$ cat config.mk
export PLATFORM = sky130hd
export DESIGN_NAME = dec_regs
export DESIGN_NICKNAME = d
export VERILOG_FILES = /design/src/rtl/dec_regs_pkg.sv /design/src/rtl/dec_ctrl.sv /design/src/rtl/dec_datapath.sv /design/src/rtl/dec_regs.sv
export SDC_FILE = /design/constraint.sdc
export NUM_CORES = 1
export LEC_CHECK = 0
export ABC_AREA = 1
export BUFFER_PORTS_ARGS = -buffer_cell sky130_fd_sc_hd__buf_2
export CORE_MARGIN = 2
export CORE_UTILIZATION = 45
export CTS_BUF_LIST = sky130_fd_sc_hd__clkbuf_8
export DETAILED_ROUTE_END_ITERATION = 8
export PLACE_DENSITY = 0.69
export SLEW_MARGIN = 20
export SYNTH_ARGS = -nofsm -noshare
export SYNTH_HDL_FRONTEND = slang
export SYNTH_HIERARCHICAL = 1
export SYNTH_SLANG_ARGS = --single-unit
$ cat constraint.sdc
create_clock -name clk -period 2.6 [get_ports clk]
set_input_delay 0.78 -clock clk [delete_from_list [all_inputs] [get_ports clk]]
set_output_delay 0.78 -clock clk [all_outputs]
set_load 0.02 [all_outputs]
$ cat src/rtl/dec_regs_pkg.sv
package dec_regs_pkg;
  localparam int MODE_W  = 7;
  localparam int NUM_CNT = 2;

  typedef enum logic [MODE_W-1:0] {
    MODE_FLUSH  = 7'h00,
    MODE_NORMAL = 7'h08,
    MODE_HOLD   = 7'h18,
    MODE_FAST   = 7'h28,
    MODE_ENCODE = 7'h30
  } decMode_e;

  // strobes from control to datapath
  typedef struct packed {
    logic [NUM_CNT-1:0] rdHit;
    logic               forceOff;
    logic               flush;
    logic               fourPass;
    logic               fifoInhibit;
    logic               hdrInhibit;
    logic               encode;
  } ctrlStrobes_t;
endpackage

$ cat src/rtl/dec_ctrl.sv
module dec_ctrl
  import dec_regs_pkg::*;
#(
  parameter int ADDR_W    = 8,
  parameter int DATA_W    = 8,
  parameter logic [ADDR_W-1:0] MODE_ADDR = 8'h13,
  parameter logic [ADDR_W-1:0] CNT_BASE  = 8'h39,
  parameter logic [DATA_W-1:0] MODE_RST  = 8'h01
) (
  input  logic              clk,
  input  logic              rstN,
  input  logic [ADDR_W-1:0] regAddr,
  input  logic              regWrEn,
  input  logic [DATA_W-1:0] regWrData,
  input  logic              regRdEn,
  output ctrlStrobes_t      strb
);
  logic [DATA_W-1:0] modeReg;
  logic [MODE_W-1:0] modeField;
  logic              modeWr;

  assign modeWr    = regWrEn && (regAddr == MODE_ADDR);
  assign modeField = modeReg[DATA_W-1:1];

  always_ff @(posedge clk) begin
    if (!rstN)       modeReg <= MODE_RST;
    else if (modeWr) modeReg <= regWrData;
  end

  always_comb begin
    strb.forceOff    = modeReg[0];
    strb.flush       = 1'b0;
    strb.fourPass    = 1'b0;
    strb.fifoInhibit = 1'b0;
    strb.hdrInhibit  = 1'b0;
    strb.encode      = 1'b0;
    case (modeField)
      MODE_FLUSH: begin
        strb.flush      = 1'b1;
        strb.hdrInhibit = 1'b1;
      end
      MODE_NORMAL: strb.fourPass = 1'b1;
      MODE_FAST:   strb.fourPass = 1'b0;
      MODE_ENCODE: begin
        strb.encode     = 1'b1;
        strb.hdrInhibit = 1'b1;
      end
      default: strb.fifoInhibit = 1'b1; // hold and reserved
    endcase
  end

  for (genvar i = 0; i < NUM_CNT; i++) begin : g_rdHit
    assign strb.rdHit[i] = regRdEn && (regAddr == ADDR_W'(CNT_BASE + i));
  end
endmodule

$ cat src/rtl/dec_datapath.sv
module dec_datapath
  import dec_regs_pkg::*;
#(
  parameter int DATA_W = 8,
  parameter int CNT_W  = 8
) (
  input  logic                          clk,
  input  logic                          rstN,
  input  ctrlStrobes_t                  strb,
  input  logic [NUM_CNT-1:0]            errPulse,
  input  logic                          laserReq,
  input  logic                          writeReq,
  output logic                          laserOn,
  output logic                          writeOn,
  output logic [NUM_CNT-1:0][CNT_W-1:0] cntVal,
  output logic [DATA_W-1:0]             rdData
);
  localparam logic [CNT_W-1:0] CNT_MAX = {CNT_W{1'b1}};

  for (genvar i = 0; i < NUM_CNT; i++) begin : g_cnt
    logic [CNT_W-1:0] baseVal;
    assign baseVal = strb.rdHit[i] ? '0 : cntVal[i];
    always_ff @(posedge clk) begin
      if (!rstN)
        cntVal[i] <= '0;
      else if (errPulse[i] && baseVal != CNT_MAX)
        cntVal[i] <= baseVal + 1'b1;
      else
        cntVal[i] <= baseVal;
    end
  end

  logic [DATA_W-1:0] rdMux;
  always_comb begin
    rdMux = '0;
    for (int i = 0; i < NUM_CNT; i++)
      if (strb.rdHit[i]) rdMux = DATA_W'(cntVal[i]);
  end

  always_ff @(posedge clk) begin
    if (!rstN) rdData <= '0;
    else       rdData <= rdMux;
  end

  assign laserOn = laserReq && !strb.forceOff;
  assign writeOn = writeReq && !strb.forceOff;
endmodule

$ cat src/rtl/dec_regs.sv
module dec_regs
  import dec_regs_pkg::*;
#(
  parameter int ADDR_W = 8,
  parameter int DATA_W = 8,
  parameter int CNT_W  = 8
) (
  input  logic              clk,
  input  logic              rstN,
  input  logic [ADDR_W-1:0] regAddr,
  input  logic              regWrEn,
  input  logic [DATA_W-1:0] regWrData,
  input  logic              regRdEn,
  output logic [DATA_W-1:0] regRdData,
  input  logic              c1ErrPulse,
  input  logic              c2ErrPulse,
  input  logic              laserReq,
  input  logic              writeReq,
  output logic              laserOn,
  output logic              writeOn,
  output logic              flushActive,
  output logic              fourPassSel,
  output logic              fifoWrInhibit,
  output logic              hdrDecodeInhibit,
  output logic              encodeActive
);
  ctrlStrobes_t                  strb;
  logic [NUM_CNT-1:0][CNT_W-1:0] cntVal;
  logic [NUM_CNT-1:0]            rdHitVec;

  dec_ctrl #(.ADDR_W(ADDR_W), .DATA_W(DATA_W)) u_ctrl (
    .clk(clk), .rstN(rstN), .regAddr(regAddr), .regWrEn(regWrEn),
    .regWrData(regWrData), .regRdEn(regRdEn), .strb(strb)
  );

  dec_datapath #(.DATA_W(DATA_W), .CNT_W(CNT_W)) u_dp (
    .clk(clk), .rstN(rstN), .strb(strb),
    .errPulse({c2ErrPulse, c1ErrPulse}),
    .laserReq(laserReq), .writeReq(writeReq),
    .laserOn(laserOn), .writeOn(writeOn),
    .cntVal(cntVal), .rdData(regRdData)
  );

  assign rdHitVec         = strb.rdHit;
  assign flushActive      = strb.flush;
  assign fourPassSel      = strb.fourPass;
  assign fifoWrInhibit    = strb.fifoInhibit;
  assign hdrDecodeInhibit = strb.hdrInhibit;
  assign encodeActive     = strb.encode;
endmodule

==> results of run 1 <==
[cell usage in the layout (no fill, tap or decap), types with 3 or more instances in the layout]
master	Yosys	routed
sky130_fd_sc_hd__nand2_1	69	69
sky130_fd_sc_hd__nor2_1	45	45
sky130_fd_sc_hd__buf_2	2	38
sky130_fd_sc_hd__inv_1	35	35
sky130_fd_sc_hd__dfxtp_1	32	32
sky130_fd_sc_hd__nand3_1	20	20
sky130_fd_sc_hd__a21oi_1	18	18
sky130_fd_sc_hd__nand4_1	8	8
sky130_fd_sc_hd__clkbuf_8	0	6
sky130_fd_sc_hd__nor2_2	6	6
sky130_fd_sc_hd__buf_4	1	3
sky130_fd_sc_hd__nor2_8	3	3
sky130_fd_sc_hd__nor3_1	3	3
sky130_fd_sc_hd__nand3_4	3	3
[worst max-delay path by stage]
stage | to | slack [ns] | depth (start not counted) | start
floorplan | u_dp/cntVal[5] | 0.30 | 10 | regAddr[7]
finish | u_dp/cntVal[9] | 0.54 | 12 | regAddr[7]
global placement | u_dp/cntVal[12] | 0.29 | 12 | regAddr[7]
CTS | u_dp/cntVal[12] | 0.56 | 12 | regAddr[7]
detailed placement | u_dp/cntVal[12] | 0.24 | 12 | regAddr[7]
global route | u_dp/cntVal[9] | 0.33 | 12 | regAddr[7]
[registers in the layout, indices dropped and copies added, names as in the netlist]
signal,flops
u_ctrl/modeReg,8
u_dp/cntVal,16
u_dp/rdData,8
[per-layer routing]
metal | up-vias | wire, µm | share of wire | GRT usage
met5 | - | 0 | 0 | 0
met4 | 0 | 66 | 0.017 | 0.08418
met3 | 7 | 183 | 0.048 | 0.06588
met2 | 26 | 1662 | 0.43 | 0.3038
met1 | 757 | 1938 | 0.50 | 0.2585
li1 | 927 | - | - | -
[power by group]
group / switching [W] / internal (W)
combinational: 0.0000509 / 0.0000323
sequential: 0.00000749 / 0.000496
clock: 0.000185 / 0.000211
total: 0.000243 / 0.000739
[final cells by class]
| class | count | area share |
|---|---|---|
| Clock buffer | 6 | 0.03887 |
| Clock inverter | 2 | 0.004711 |
| Inverter | 39 | 0.07126 |
| Multi-Input combinational cell | 191 | 0.4552 |
| Sequential cell | 32 | 0.3015 |
| Tap cell | 48 | 0.02827 |
| Timing Repair Buffer | 41 | 0.1001 |
[cells in the mapped netlist]
master,number
sky130_fd_sc_hd__nand2_1,69
sky130_fd_sc_hd__nor2_1,45
sky130_fd_sc_hd__inv_1,35
sky130_fd_sc_hd__dfxtp_1,32
sky130_fd_sc_hd__nand3_1,20
sky130_fd_sc_hd__a21oi_1,18
sky130_fd_sc_hd__nand4_1,8
sky130_fd_sc_hd__nor2_2,6
sky130_fd_sc_hd__nand3_4,3
sky130_fd_sc_hd__nor2_8,3
sky130_fd_sc_hd__nor3_1,3
sky130_fd_sc_hd__a21boi_0,2
sky130_fd_sc_hd__buf_2,2
sky130_fd_sc_hd__inv_4,2
sky130_fd_sc_hd__nand2_2,2
sky130_fd_sc_hd__nand3b_1,2
sky130_fd_sc_hd__nor2_4,2
sky130_fd_sc_hd__nor4_1,2
sky130_fd_sc_hd__or2_2,2
sky130_fd_sc_hd__a21boi_1,1
sky130_fd_sc_hd__buf_4,1
sky130_fd_sc_hd__clkbuf_1,1
sky130_fd_sc_hd__clkbuf_2,1
sky130_fd_sc_hd__clkinv_1,1
sky130_fd_sc_hd__inv_2,1
sky130_fd_sc_hd__nand3_2,1
sky130_fd_sc_hd__nand4_2,1
sky130_fd_sc_hd__o21a_1,1
[worst reg2reg max path, cell delays in order, from the launching register on]
cell,delay (ns)
sky130_fd_sc_hd__dfxtp_1,0.41
sky130_fd_sc_hd__inv_1,0.06
sky130_fd_sc_hd__nor2_1,0.14
sky130_fd_sc_hd__nand3b_1,0.14
sky130_fd_sc_hd__nor2_2,0.18
sky130_fd_sc_hd__nand3_1,0.10
sky130_fd_sc_hd__nand2_1,0.06
sky130_fd_sc_hd__nor2_1,0.04
[per-stage QoR]
step / utilization / power (W) / instance area (µm²) / instances / hold WS [ns]
2_1_floorplan: - / 0.0005618 / 1779 / 267 / 0.4429
3_3_place_gp: 0.5428 / 0.0005958 / 2032 / 351 / 0.4610
3_5_place_dp: 0.5428 / 0.0005974 / 2032 / 351 / 0.4760
4_1_cts: 0.5675 / 0.0009953 / 2125 / 359 / 0.4868
5_1_grt: 0.5675 / 0.001025 / 2125 / 359 / 0.5180
6_report: 0.5675 / 0.0009819 / 2125 / 359 / 0.4858
[cell families (layout without fill, tap and decap cells)]
kind of cell | count (synthesis) | in the layout | share of synthesized area
flops | 32 | 32 | 0.3601
buf+inv | 44 | 88 | 0.09985
simple gates | 169 | 169 | 0.4726
compound gates | 22 | 22 | 0.06751
==> Flow_metrics.wiki, run 1 <==
{| class="wikitable"
! Metric !! Value
|-
| Die Area || 4473 µm²
|-
| Clock Tree Buf Depth || 2
|-
| Run status || complete, no violations
|-
| Worst flop-to-flop path startpoint || u_dp/cntVal[1]
|-
| Total GRT Usage || 0.2001
|-
| Count of different cell masters after synthesis || 28
|-
| Synth area leader || sky130_fd_sc_hd__dfxtp_1
|-
| Routed length per instance || 10.73 µm
|-
| Endpoints failing hold || 0
|-
| Cell class contributing the biggest share of worst-path delay || simple AND/OR/NAND/NOR gates
|-
| Fin crit period || 2.055 ns
|-
| Worst-case vdd ir drop || 0.0003083 V
|-
| Setup slack of the most critical reg-to-reg path || 1.38 ns
|-
| Cells on worst reg2reg path || 7
|-
| CTS H-tree lvls || 2
|-
| Worst-margin pin slew || 0.2912 ns
|-
| Effective utilization at floorplan || 0.4753
|-
| Worst-path cell chain || buf_2, nor2_8, nand3_1, nor4_2, buf_4, inv_2, nand3_1, nor2_1, nand2_2, nand3_1, nand2_1, nor2_1
|-
| Critical R2R Capture || u_dp/cntVal[5]
|-
| Data required time of the critical path || 2.78 ns
|-
| Area of the multi-input gates || between 900 and 1000 µm²
|-
| Hold path start || u_ctrl/modeReg[2]
|-
| Count of cells along the worst hold path || 2
|-
| Flops & latches, synth || 32
|-
| Endpoint, Worst Hold || u_ctrl/modeReg[2]
|-
| Top fanout value on the critical path || 13
|-
| Synthesized area divided by synthesized cell count || 6.664 µm²
|-
| Initial detailed-routing violation count || ~120
|-
| Final wirelength || 3.851 mm
|-
| Floorplan core area || about 3700 µm²
|-
| Clock latency of the later-clocked register in the worst-skew pair || 0.29 ns
|-
| Final max-slew violation count || 0
|-
| Via count of the first global-routing pass || between 1500 and 2000
|-
| Critical-path top delay cell || sky130_fd_sc_hd__buf_4
|-
| Setup crit end kind || register
|-
| Sequential cell area || around 640 µm²
|-
| Critical path type || in -> reg
|-
| Total setup violations reported at the end of the flow || 0
|-
| Clock slew at reported path FFs || 0.06 ns
|-
| Hold Buf Count CTS || 0
|-
| Areal power density over the cells || 462.2 nW/µm²
|-
| Worst setup slack before clock tree synthesis || 0.2437 ns
|-
| TritonCTS clock tree || built
|-
| Maximum number of pins on one net before global-route repair || 23
|-
| Clk sink count || 32
|-
| Num ports || 39
|-
| Maximum achievable frequency || ~490 MHz
|-
| Setup repair after global routing missed its margin || no
|-
| Number of clock buffers inserted by TritonCTS || 5
|-
| Leakage power of the design || slightly above 1 nW
|-
| Worst hold path class || reg -> reg
|-
| Residual overflow from global routing || 0
|-
| # fillers || 385
|-
| Std cell rows || 22
|-
| Cell repeated most along the worst path || sky130_fd_sc_hd__nand3_1
|-
| Layout cells sized above 1 || 0.2347
|-
| Die height || 66.88 µm
|-
| Number of max-cap violations || 0
|-
| Total number of vias || 1717
|-
| Placer congestion estimate || ~0.85
|-
| Width of the die || 66.88 µm
|-
| Critical path arrival || ~2.2 ns
|-
| Synth-to-layout area growth || 19.41%
|-
| Worst path setup slack after routing || ~0.54 ns
|-
| Maximum clock skew at final layout || 0.003114 ns
|-
| Post-CTS setup buffer count || 0
|-
| Area of the mapped netlist || around 1800 µm²
|-
| Fin crit share || 0.7904
|-
| Worst relative slew slack || 0.8047
|-
| DRC errors left || 0
|-
| Post-detailed-route count of antenna-violating nets || 0
|-
| Number of standard cells after synthesis || 267
|-
| Maximum cell stage delay along the critical path || ~0.24 ns
|-
| Root buffer cell || sky130_fd_sc_hd__clkbuf_8
|-
| Launching element type of the critical path || primary input
|-
| Synth Net Count || 291
|-
| Via density per instance || 4.783
|-
| Number of iterations in the first detailed-routing pass || 4
|-
| Setup TNS || 0 ns
|-
| Top cells by area in the synthesized netlist || sky130_fd_sc_hd__dfxtp_1 36%, sky130_fd_sc_hd__nand2_1 15%, sky130_fd_sc_hd__nor2_1 9.5%
|-
| Number of nets in the final layout || 334
|-
| Share of the synthesized area in the top cell type || 0.3601
|-
| First-pass GRT wire length || ~6.7 mm
|-
| Count of input and output buffers || 38
|-
| Detail Placement HPWL || 2.958 mm
|-
| Count of instances resized after the clock tree is built || 0
|-
| Number of synthesis warnings || 6
|-
| Worst path buffer plus inverter count || 3
|-
| Number of antenna repair diodes || 0
|-
| Number of antenna violations at the first check in global routing || 0
|-
| Sequential share of the synthesized area || 0.3601
|}
No activity file was read; power rests on OpenSTA's default activity.
==> run 2: changes to the inputs <==
Clock period 2.6 ns to 1.9 ns, I/O delays scaled along.
==> run 2 against run 1 <==
Against the previous run: cell count rose by 2.8%; non-clock buffer count increased by 10; core utilization grew 2.6 points; sequential power up 37%; highest routed layer unchanged; first-iteration DRC count up 13%; critical path depth fell by 7; register-to-register slack worse by 0.69 ns; via count up 4.3%.
==> Flow_metrics.wiki, run 2 (synthesis gave the netlist of run 1 again) <==
{| class="wikitable"
! Metric !! Value
|-
| Final wirelength || 3.938 mm (was 3.851 mm)
|-
| Count of instances resized after the clock tree is built || 0 (unchanged)
|-
| # fillers || 376 (was 385)
|-
| Detail Placement HPWL || 2.981 mm (was 2.958 mm)
|-
| Number of nets in the final layout || 344 (was 334)
|-
| Count of input and output buffers || 38 (unchanged)
|-
| Layout Cell Area excl Fill || 2221 µm² (was 2125 µm²)
|-
| Most used cells in the layout excluding fill and tap cells || 69 x sky130_fd_sc_hd__nand2_1, 45 x sky130_fd_sc_hd__nor2_1, 38 x sky130_fd_sc_hd__buf_2 (unchanged)
|-
| Post-detailed-route count of antenna-violating nets || 0 (unchanged)
|-
| Setup repair after global routing missed its margin || no (unchanged)
|-
| Hold path start || u_dp/cntVal[11] (was u_ctrl/modeReg[2])
|-
| Number of antenna violations at the first check in global routing || 0 (unchanged)
|-
| Worst hold path class || reg -> reg (unchanged)
|-
| DRC errors left || 0 (unchanged)
|-
| Endpoints failing hold || 0 (unchanged)
|-
| Top fanout value on the critical path || 2 (was 13)
|-
| Die Area || 4473 µm² (unchanged)
|-
| Total number of vias || 1790 (was 1717)
|-
| Maximum achievable frequency || 568.9 MHz
|-
| Clk sink count || 32 (unchanged)
|-
| Worst-margin pin slew || 0.2850 ns (was 0.2912 ns)
|-
| Final non-filler cell total || 369 (was 359)
|-
| Data required time of the critical path || 1.33 ns (was 2.78 ns)
|-
| Final max-slew violation count || 0 (unchanged)
|-
| Total setup violations reported at the end of the flow || 0 (unchanged)
|-
| Fin crit share || 0.9252
|-
| Worst-case vdd ir drop || 0.0003800 V (was 0.0003083 V)
|-
| Launching element type of the critical path || register (was primary input)
|-
| Areal power density over the cells || 648.2 nW/µm² (was 462.2 nW/µm²)
|-
| Max reg flops || 16 (unchanged)
|-
| Hold Buf Count CTS || 0 (unchanged)
|-
| Critical path type || reg -> out (was in -> reg)
|-
| Setup crit end kind || output port (was register)
|-
| Maximum number of pins on one net before global-route repair || 23 (unchanged)
|-
| Number of clock buffers inserted by TritonCTS || 5 (unchanged)
|-
| First-pass GRT wire length || 6.879 mm (was 6.727 mm)
|-
| Worst relative slew slack || 0.8088 (was 0.8047)
|-
| TritonCTS clock tree || built (unchanged)
|-
| Worst path setup slack after routing || 0.1421 ns (was 0.5450 ns)
|-
| Number of placed instances, taps included || 361 (was 351)
|-
| Setup TNS || 0 ns (unchanged)
|-
| Placer congestion estimate || 0.8715 (was 0.8453)
|-
| Via density per instance || 4.851 (was 4.783)
|-
| Residual overflow from global routing || 0 (unchanged)
|-
| Register name with the most flops || u_dp/cntVal (unchanged)
|-
| Width of the die || 66.88 µm (unchanged)
|-
| Worst setup slack before clock tree synthesis || -0.08489 ns (was 0.2437 ns)
|-
| Fin crit period || between 1.5 and 2 ns
|-
| Clock slew at reported path FFs || 0.07 ns (was 0.06 ns)
|-
| Critical path origin || u_ctrl/modeReg[2] (was regAddr[7])
|-
| Post-CTS setup buffer count || 0 (unchanged)
|-
| Number of antenna repair diodes || 0 (unchanged)
|-
| Clock latency of the later-clocked register in the worst-skew pair || 0.29 ns (about the same)
|-
| Synth-to-layout area growth || 24.82% (was 19.41%)
|-
| Number of max-cap violations || 0 (unchanged)
|-
| Routed length per instance || 10.67 µm (was 10.73 µm)
|-
| Leakage power of the design || 1.072 nW (was 1.017 nW)
|-
| Run status || complete, no violations (unchanged)
|-
| Clock Tree Buf Depth || 2 (unchanged)
|-
| Initial detailed-routing violation count || 131 (was 116)
|-
| Effective utilization at floorplan || 0.4753 (unchanged)
|-
| Floorplan core area || 3744 µm² (unchanged)
|-
| Std cell rows || 22 (unchanged)
|-
| Post-detailed-placement cell area || 2113 µm² (was 2032 µm²)
|-
| Critical path arrival || 1.19 ns (was 2.24 ns)
|-
| Die height || 66.88 µm (unchanged)
|-
| Worst flop-to-flop path startpoint || u_dp/cntVal[11] (was u_dp/cntVal[1])
|-
| Via count of the first global-routing pass || 1614 (was 1573)
|-
| Root buffer cell || sky130_fd_sc_hd__clkbuf_8 (unchanged)
|-
| Largest registers ranked by flip-flop count || u_dp/cntVal x16, u_ctrl/modeReg x8, u_dp/rdData x8 (unchanged)
|-
| Number of iterations in the first detailed-routing pass || 4 (unchanged)
|-
| Num ports || 39 (unchanged)
|-
| Layout cells sized above 1 || 0.2586 (was 0.2347)
|-
| Total GRT Usage || 0.2051 (was 0.2001)
|-
| Most common library cell in the layout ignoring fill and taps || sky130_fd_sc_hd__nand2_1 (unchanged)
|-
| CTS H-tree lvls || 2 (unchanged)
|-
| Maximum clock skew at final layout || 0.01119 ns (was 0.003114 ns)
|}
[run 2: changes by cell type in the layout (fill, tap and decap cells not counted), sizes merged]
cell    delta
inv        +1
buf       +10
clkbuf     -1
bufinv     +1
clkinv     -1
[run 2: final timing paths]
path,depth (start not counted),slack [ns],end
hold / removal,2,0.48,u_dp/rdData[3]
setup reg to reg,7,0.69,u_dp/cntVal[12]
setup / recovery,5,0.14,fifoWrInhibit
hold reg to reg,2,0.48,u_dp/rdData[3]
[run 2: metal layers]
metal | GRT usage | up-vias | wire length (µm)
li1 | - | 942 | -
met1 | 0.2593 | 818 | 1827
met2 | 0.3350 | 25 | 1925
met3 | 0.04561 | 5 | 128
met4 | 0.08418 | 0 | 57
met5 | 0 | - | 0
[run 2: final cells by class]
type	count	area (µm²)	share of cell area
Inverter	39	151.4	0.06817
Multi-Input combinational cell	191	973.4	0.4383
Clock buffer	5	68.82	0.03099
Sequential cell	32	640.6	0.2885
Tap cell	48	60.06	0.02704
Clock inverter	3	38.79	0.01746
Timing Repair Buffer	51	287.8	0.1296
[run 2: power breakdown]
group          internal (W)  leakage [nW]  switching, W
sequential         0.000678         0.259    0.00000962
clock              0.000383        0.0593      0.000247
combinational     0.0000502         0.754     0.0000707
total               0.00111          1.07      0.000328
[run 2: worst max-delay path, stage by stage (launching register included)]
cell and delay [ns]:
sky130_fd_sc_hd__dfxtp_1 0.31, sky130_fd_sc_hd__nor2_1 0.13, sky130_fd_sc_hd__nand3b_1 0.11, sky130_fd_sc_hd__nor3_1 0.15
sky130_fd_sc_hd__nor2_1 0.05, sky130_fd_sc_hd__buf_2 0.15
[run 2: metrics by stage]
stage	utilization	total power [W]	hold slack, ns
after floorplan	-	0.0007698	0.4429
after global placement	0.5645	0.0008236	0.4538
after detailed placement	0.5645	0.0008251	0.4558
after CTS	0.5932	0.001458	0.4742
after global routing	0.5932	0.001498	0.5088
final	0.5932	0.001440	0.4774
